## src/rtl/bcpd_pkg.sv

```systemverilog
package bcpd_pkg;

    localparam int REG_W    = 8;
    localparam int BIT_MODE = 0;
    localparam int BIT_FLAG = 1;
    localparam int BIT_EN   = 2;
    localparam int BIT_CLR  = 3;

    // Warm-reset domain of the register: clear, enable, detect flag
    typedef struct packed {
        logic clr;
        logic en;
        logic flag_n;
    } ctrl_state_t;

    localparam ctrl_state_t CTRL_RESET = '{clr: 1'b0, en: 1'b0, flag_n: 1'b1};

endpackage

```

## src/rtl/bcpd_sync.sv

```systemverilog
module bcpd_sync #(
    parameter int STAGES = 2
) (
    input  logic clk,
    input  logic rst_n,
    input  logic async_in,
    output logic sync_out
);

    logic [STAGES-1:0] chain_d;
    logic [STAGES-1:0] chain_q;

    always_comb begin
        chain_d[0] = async_in;
        for (int i = 1; i < STAGES; i++) begin
            chain_d[i] = chain_q[i-1];
        end
    end

    always_ff @(posedge clk or negedge rst_n) begin
        if (!rst_n) chain_q <= '0;
        else        chain_q <= chain_d;
    end

    assign sync_out = chain_q[STAGES-1];

endmodule

```

## src/rtl/bcpd_toggle_det.sv

```systemverilog
module bcpd_toggle_det #(
    parameter int THRESH = 4
) (
    input  logic clk,
    input  logic rst_n,
    input  logic sync_in,
    input  logic count_en,
    input  logic cnt_clr,
    output logic hit
);

    localparam int CNT_W = $clog2(THRESH + 1);
    localparam logic [CNT_W-1:0] LIMIT = CNT_W'(THRESH);

    typedef struct packed {
        logic             prev;
        logic [CNT_W-1:0] cnt;
    } det_state_t;

    det_state_t st_d, st_q;
    logic       edge_seen;

    assign edge_seen = sync_in ^ st_q.prev;

    always_comb begin
        st_d      = st_q;
        st_d.prev = sync_in;
        if (cnt_clr) begin
            st_d.cnt = '0;
        end else if (count_en && edge_seen && (st_q.cnt != LIMIT)) begin
            st_d.cnt = st_q.cnt + 1'b1;
        end
    end

    always_ff @(posedge clk or negedge rst_n) begin
        if (!rst_n) st_q <= '0;
        else        st_q <= st_d;
    end

    assign hit = (st_q.cnt == LIMIT);

endmodule

```

## src/rtl/bcpd_ctrl_regs.sv

```systemverilog
module bcpd_ctrl_regs
    import bcpd_pkg::*;
(
    input  logic             clk,
    input  logic             por_n,
    input  logic             warm_rst_n,
    input  logic             wr_en,
    input  logic [REG_W-1:0] wr_data,
    input  logic             hit,
    output logic             mode,
    output logic             det_active,
    output logic             cnt_clr,
    output logic [REG_W-1:0] rd_data
);

    ctrl_state_t st_d, st_q;
    logic        mode_d, mode_q;

    always_comb begin
        st_d   = st_q;
        mode_d = mode_q;
        // Flag update uses the settings currently held
        if (st_q.clr) begin
            st_d.flag_n = 1'b1;
        end else if (st_q.en && !mode_q && hit) begin
            st_d.flag_n = 1'b0;
        end
        if (wr_en) begin
            st_d.clr = wr_data[BIT_CLR];
            st_d.en  = wr_data[BIT_EN];
            mode_d   = wr_data[BIT_MODE];
        end
    end

    always_ff @(posedge clk or negedge warm_rst_n) begin
        if (!warm_rst_n) st_q <= CTRL_RESET;
        else             st_q <= st_d;
    end

    always_ff @(posedge clk or negedge por_n) begin
        if (!por_n) mode_q <= 1'b0;
        else        mode_q <= mode_d;
    end

    always_comb begin
        rd_data           = '0;
        rd_data[BIT_MODE] = mode_q;
        rd_data[BIT_FLAG] = st_q.flag_n;
        rd_data[BIT_EN]   = st_q.en;
        rd_data[BIT_CLR]  = st_q.clr;
    end

    assign mode       = mode_q;
    assign det_active = st_q.en && !st_q.clr && !mode_q;
    assign cnt_clr    = st_q.clr;

endmodule

```

## src/rtl/bclk_presence_det.sv

```systemverilog
module bclk_presence_det
    import bcpd_pkg::*;
#(
    parameter int SYNC_STAGES = 2,
    parameter int EDGE_THRESH = 4
) (
    input  logic             clk,
    input  logic             por_n,
    input  logic             rst_n,
    input  logic             wr_en,
    input  logic [REG_W-1:0] wr_data,
    output logic [REG_W-1:0] rd_data,
    input  logic             bclk_in,
    output logic             bclk_oe
);

    logic warm_rst_n;
    logic bclk_sync;
    logic hit;
    logic mode;
    logic det_active;
    logic cnt_clr;

    assign warm_rst_n = por_n & rst_n;

    bcpd_sync #(.STAGES(SYNC_STAGES)) u_sync (
        .clk      (clk),
        .rst_n    (warm_rst_n),
        .async_in (bclk_in),
        .sync_out (bclk_sync)
    );

    bcpd_toggle_det #(.THRESH(EDGE_THRESH)) u_det (
        .clk      (clk),
        .rst_n    (warm_rst_n),
        .sync_in  (bclk_sync),
        .count_en (det_active),
        .cnt_clr  (cnt_clr),
        .hit      (hit)
    );

    bcpd_ctrl_regs u_regs (
        .clk        (clk),
        .por_n      (por_n),
        .warm_rst_n (warm_rst_n),
        .wr_en      (wr_en),
        .wr_data    (wr_data),
        .hit        (hit),
        .mode       (mode),
        .det_active (det_active),
        .cnt_clr    (cnt_clr),
        .rd_data    (rd_data)
    );

    assign bclk_oe = mode;

endmodule

```

## config.mk

```make
export PLATFORM = sky130hd
export DESIGN_NAME = bclk_presence_det
export DESIGN_NICKNAME = d
export VERILOG_FILES = /design/src/rtl/bcpd_pkg.sv /design/src/rtl/bcpd_sync.sv /design/src/rtl/bcpd_toggle_det.sv /design/src/rtl/bcpd_ctrl_regs.sv /design/src/rtl/bclk_presence_det.sv
export SDC_FILE = /design/constraint.sdc
export NUM_CORES = 1
export LEC_CHECK = 0
export BUFFER_PORTS_ARGS = -buffer_cell sky130_fd_sc_hd__buf_2
export CORE_AREA = 2 2 39 41
export CTS_CLUSTER_SIZE = 12
export DETAILED_ROUTE_END_ITERATION = 10
export DIE_AREA = 0 0 41 43
export PLACE_DENSITY = 0.65
export SLEW_MARGIN = 25
export SYNTH_ARGS = -nofsm -noshare
export SYNTH_HDL_FRONTEND = slang
export SYNTH_SLANG_ARGS = --single-unit
export TNS_END_PERCENT = 1
```

## constraint.sdc

```tcl
create_clock -name clk -period 3.8 [get_ports clk]
set_clock_uncertainty 0.1 [all_clocks]
set_input_delay 1.14 -clock clk [delete_from_list [all_inputs] [get_ports clk]]
set_output_delay 1.14 -clock clk [all_outputs]
set_load 0.005 [all_outputs]
```

# After elaboration in Yosys (flattened, before gate mapping)
# Cells that the tools add are included.
# totals
regBits,10
input_bits,13
# classes
muxes,4
n_reduce_logical,10
n_eq_ne,2
addsub,1
n_bitwise,2
# op_table
op,count
$logic_and A1 B1 Y1,6
$mux W3,2
$reduce_bool A2 Y1,2
$add A3 B1 Y3 const B,1
$eq A3 B3 Y1 const B,1
$ne A3 B3 Y1 const B,1
$logic_not A1 Y1,2
$mux W1,2
$and A1 B1 Y1,1
$xor A1 B1 Y1,1

# Depth between registers and ports, before layout
# logic_depth
depth_word,7
depth_mapped,5
mapped_depth_nobuf,5

# Modules after synthesis
# From an unflattened synthesis, not the netlist that was laid out.
# hier_totals
hier_cells,42
area_unflattened_um2,495.5
# by_module_without_submodules
mod,instances,area_each_um2,cells_each
bcpd_toggle_det,1,232.7,22
bcpd_ctrl_regs,1,206.4,17
bcpd_sync,1,50.0,2
bclk_presence_det,1,6.3,1

# Least setup slack after synthesis
# No wires, ideal clock.
# synth_path
path_kind,register -> output
from,"register u_regs.mode_q, in the netlist u_regs.mode"
to,output rd_data[0]
stages_incl_launch_ff,2
t_required_ns,2.560
arrival_time_ns,0.539
path_slack_ns,2.021
path_cell_list,dfrtp_1 -> buf_4
# synth_lines
item,line_no,text
start: declaration,bcpd_ctrl_regs.sv:17,"logic mode_d, mode_q;"
start signal: assignment,bcpd_ctrl_regs.sv:42,else mode_q <= mode_d;
end: declaration,bclk_presence_det.sv:12,"output logic [REG_W-1:0] rd_data,"
# No word-level cell between the ends.

# Final worst setup path
# layout_path
from,"register u_regs.st_q, in the netlist u_regs.rd_data[1]"
to,output rd_data[1]
# layout_lines
item,line_no,text
start: declaration,bcpd_ctrl_regs.sv:16,"ctrl_state_t st_d, st_q;"
start signal: assignment,bcpd_ctrl_regs.sv:37,else st_q <= st_d;
# No word-level cell between the ends.

==> reports/metrics.cfg <==
[drt]
drc = 0
drt_wl_total_um = 743
wire_per_inst_um = 10.3
drtAntennaViolNets = 0
drt_iter0_markers = 4
vias_per_cell = 4.54
dr.pass1.iters = 3
num_vias = 327

[synthesis]
yosys.area.top_type = dfrtp_1
ys_types = 20
synth.most_common_cell = dfrtp_1
synth_area_leaders = dfrtp_1 (46%), buf_4 (9.1%), mux2_2 (6.8%)
synth-edff-count = 0
yosysWarnings = 0
synth_area_um2 = 494
ys_seq_area_frac = 0.509
synth_top_area_share = 0.456
synth-main-ff-cell = dfrtp_1
synthCells = 43
async_flop_share = 1.00
synthTopCellsByCount = dfrtp_1 (9), buf_4 (6), a21oi_1 (3), inv_1 (3), mux2_2 (3)
synth-seq-cells = 10
syn_avg_cell_area_um2 = 11.5

[global_route]
grt_max_degree = 10
antenna_found_initial = 0
track_usage = 0.123
grt_pass1_vias = 337
grt_pass1_wl_mm = 1.39
grt_overflow = 0

[sta]
fin_ws_ns = 1.67
fin_setup_tns_ns = 0
hold_viol = 0
setup_viol = 0
fmax_ghz = 0.470
rsz0062_at_grt = false
min_period_ns = 2.13
drv_slew = 0
period_share = 0.560

[clock_tree]
cts_tree = built
ctsHoldBuffers = 0
clk_latency_ns = 0.26
cts_resized = 0
cts.path.max_buffers = 2
cts_setup_buffers = 0
path_clk_slew_ns = 0.06
clockRootBuffer = clkbuf_4
cts_buffers = 3
cts-htree-levels = 1
clkSinkCount = 10

[hold_path]
hold_start = u_sync.chain_q[0]
min_to = u_sync.chain_q[1]
whs_path_depth = 0
hold_class = register to register

[floorplanning]
core_mm2 = 0.00138
rows = 14
die_w_um = 41
ioPinCount = 22
initial_core_util = 0.357
die_h_um = 43
die_area_mm2 = 0.00176

[place]
pre_cts_ws_ns = 1.94
numPortBuffers = 12
routabilityCongestion = 0.690
dp_hpwl_um = 591

[pwr]
p_leak_nw = 0.269
ir_worst_vdd_uv = 194
finalPower_uw = 238
p_per_area_mw_per_mm2 = 413

[final_layout]
synthToLayoutAreaGrowth_pct = 16.7
fillCellCount = 136
n_antenna_cell = 0
drive_gt1_frac = 0.375
final_nets = 72

[setup_path]
worstPathMaxFanout = 2
path_cells = buf_2
reg2reg_depth = 4
end_kind = primary output
critPathBufInv = 1
arrival_ns = 0.89
cpMaxStageDelayCell = dfstp_2
startpoint_type = register
critPathMaxStageDelay_ns = 0.53
rr_endpoint = u_det.st_q[2]
timing.rr.start = u_det.st_q[0]
crit_required_ns = 2.56
cpLargestDelayFamily = flip-flops
rrSetupSlack_ns = 2.40
crit_type = register to primary output

[flow_run]
drv_cap = 0

[status]
status = finished clean

## flip-flops by register name, indices dropped and copies added (netlist names)
register	cells
u_regs.mode	1
u_regs.rd_data	2
u_det.st_q	4
u_sync.chain_q	2
u_regs.cnt_clr	1
## worst max path at each step
stage | cells past startpoint | slack (ns) | end | start
3_5_place_dp | 1 | 1.94 | rd_data[1] | u_regs.rd_data[1]
6_report | 1 | 1.67 | rd_data[1] | u_regs.rd_data[1]
3_3_place_gp | 1 | 1.96 | rd_data[1] | u_regs.rd_data[1]
4_1_cts | 1 | 1.65 | rd_data[1] | u_regs.rd_data[1]
2_1_floorplan | 1 | 2.02 | rd_data[0] | u_regs.mode
5_1_grt | 1 | 1.64 | rd_data[1] | u_regs.rd_data[1]
## metrics by stage
step | util | cells | cell area [µm²] | hold WS [ns]
6_report | 0.417 | 72 | 577 | 0.252
3_3_place_gp | 0.391 | 68 | 541 | 0.237
5_1_grt | 0.417 | 72 | 577 | 0.269
3_5_place_dp | 0.391 | 68 | 541 | 0.240
2_1_floorplan | - | 46 | 505 | 0.231
4_1_cts | 0.417 | 72 | 577 | 0.256
## layout by cell type (no fill, tap or decap), drive strengths merged
cell type,Yosys,routed
buf,6,12
dfrtp,9,9
conb,1,4
clkbuf,0,4
inv,3,3
a21oi,3,3
mux2,3,3
and2,2,2
nand4,2,2
o31ai,2,2
ha,2,2
nand2b,2,2
nand2,1,1
nor2b,1,1
xor2,1,1
xnor2,1,1
o21ai,1,1
o41ai,1,1
or4,1,1
dfstp,1,1
## report_power, final
part	leakage, nW	internal [mW]	total [mW]	switching, mW
combinational	0.124	0.0143	0.0274	0.0130
sequential	0.125	0.113	0.119	0.00682
clock	0.0210	0.0580	0.0914	0.0334
total	0.269	0.185	0.238	0.0532
## area by class of cell
class	count	area, µm²	area share
sequential	10	251	0.436
tap	16	20.0	0.0347
inverter	3	11.3	0.0195
multi-input combinational	27	198	0.343
timing repair buffer	12	60.1	0.104
clock buffer	4	36.3	0.0629
## logic make-up after synthesis
kind of cell               share of synthesized area
AOI/OAI and AO/OA                             0.0886
xor gates and xnor gates                      0.0354
adders and majority gates                     0.0506
buffers and inverters                          0.114
DFF                                            0.509
muxes                                         0.0683
other                                        0.00759
and+or+nand+nor                                0.127
## routing by layer
| layer | track usage | wire, µm |
|---|---|---|
| met1 | 0.146 | 299 |
| met5 | 0 | 0 |
| met2 | 0.175 | 378 |
| met3 | 0.0314 | 51 |
| met4 | 0.100 | 14 |
Note: power is estimated with default switching activity, not from simulation.
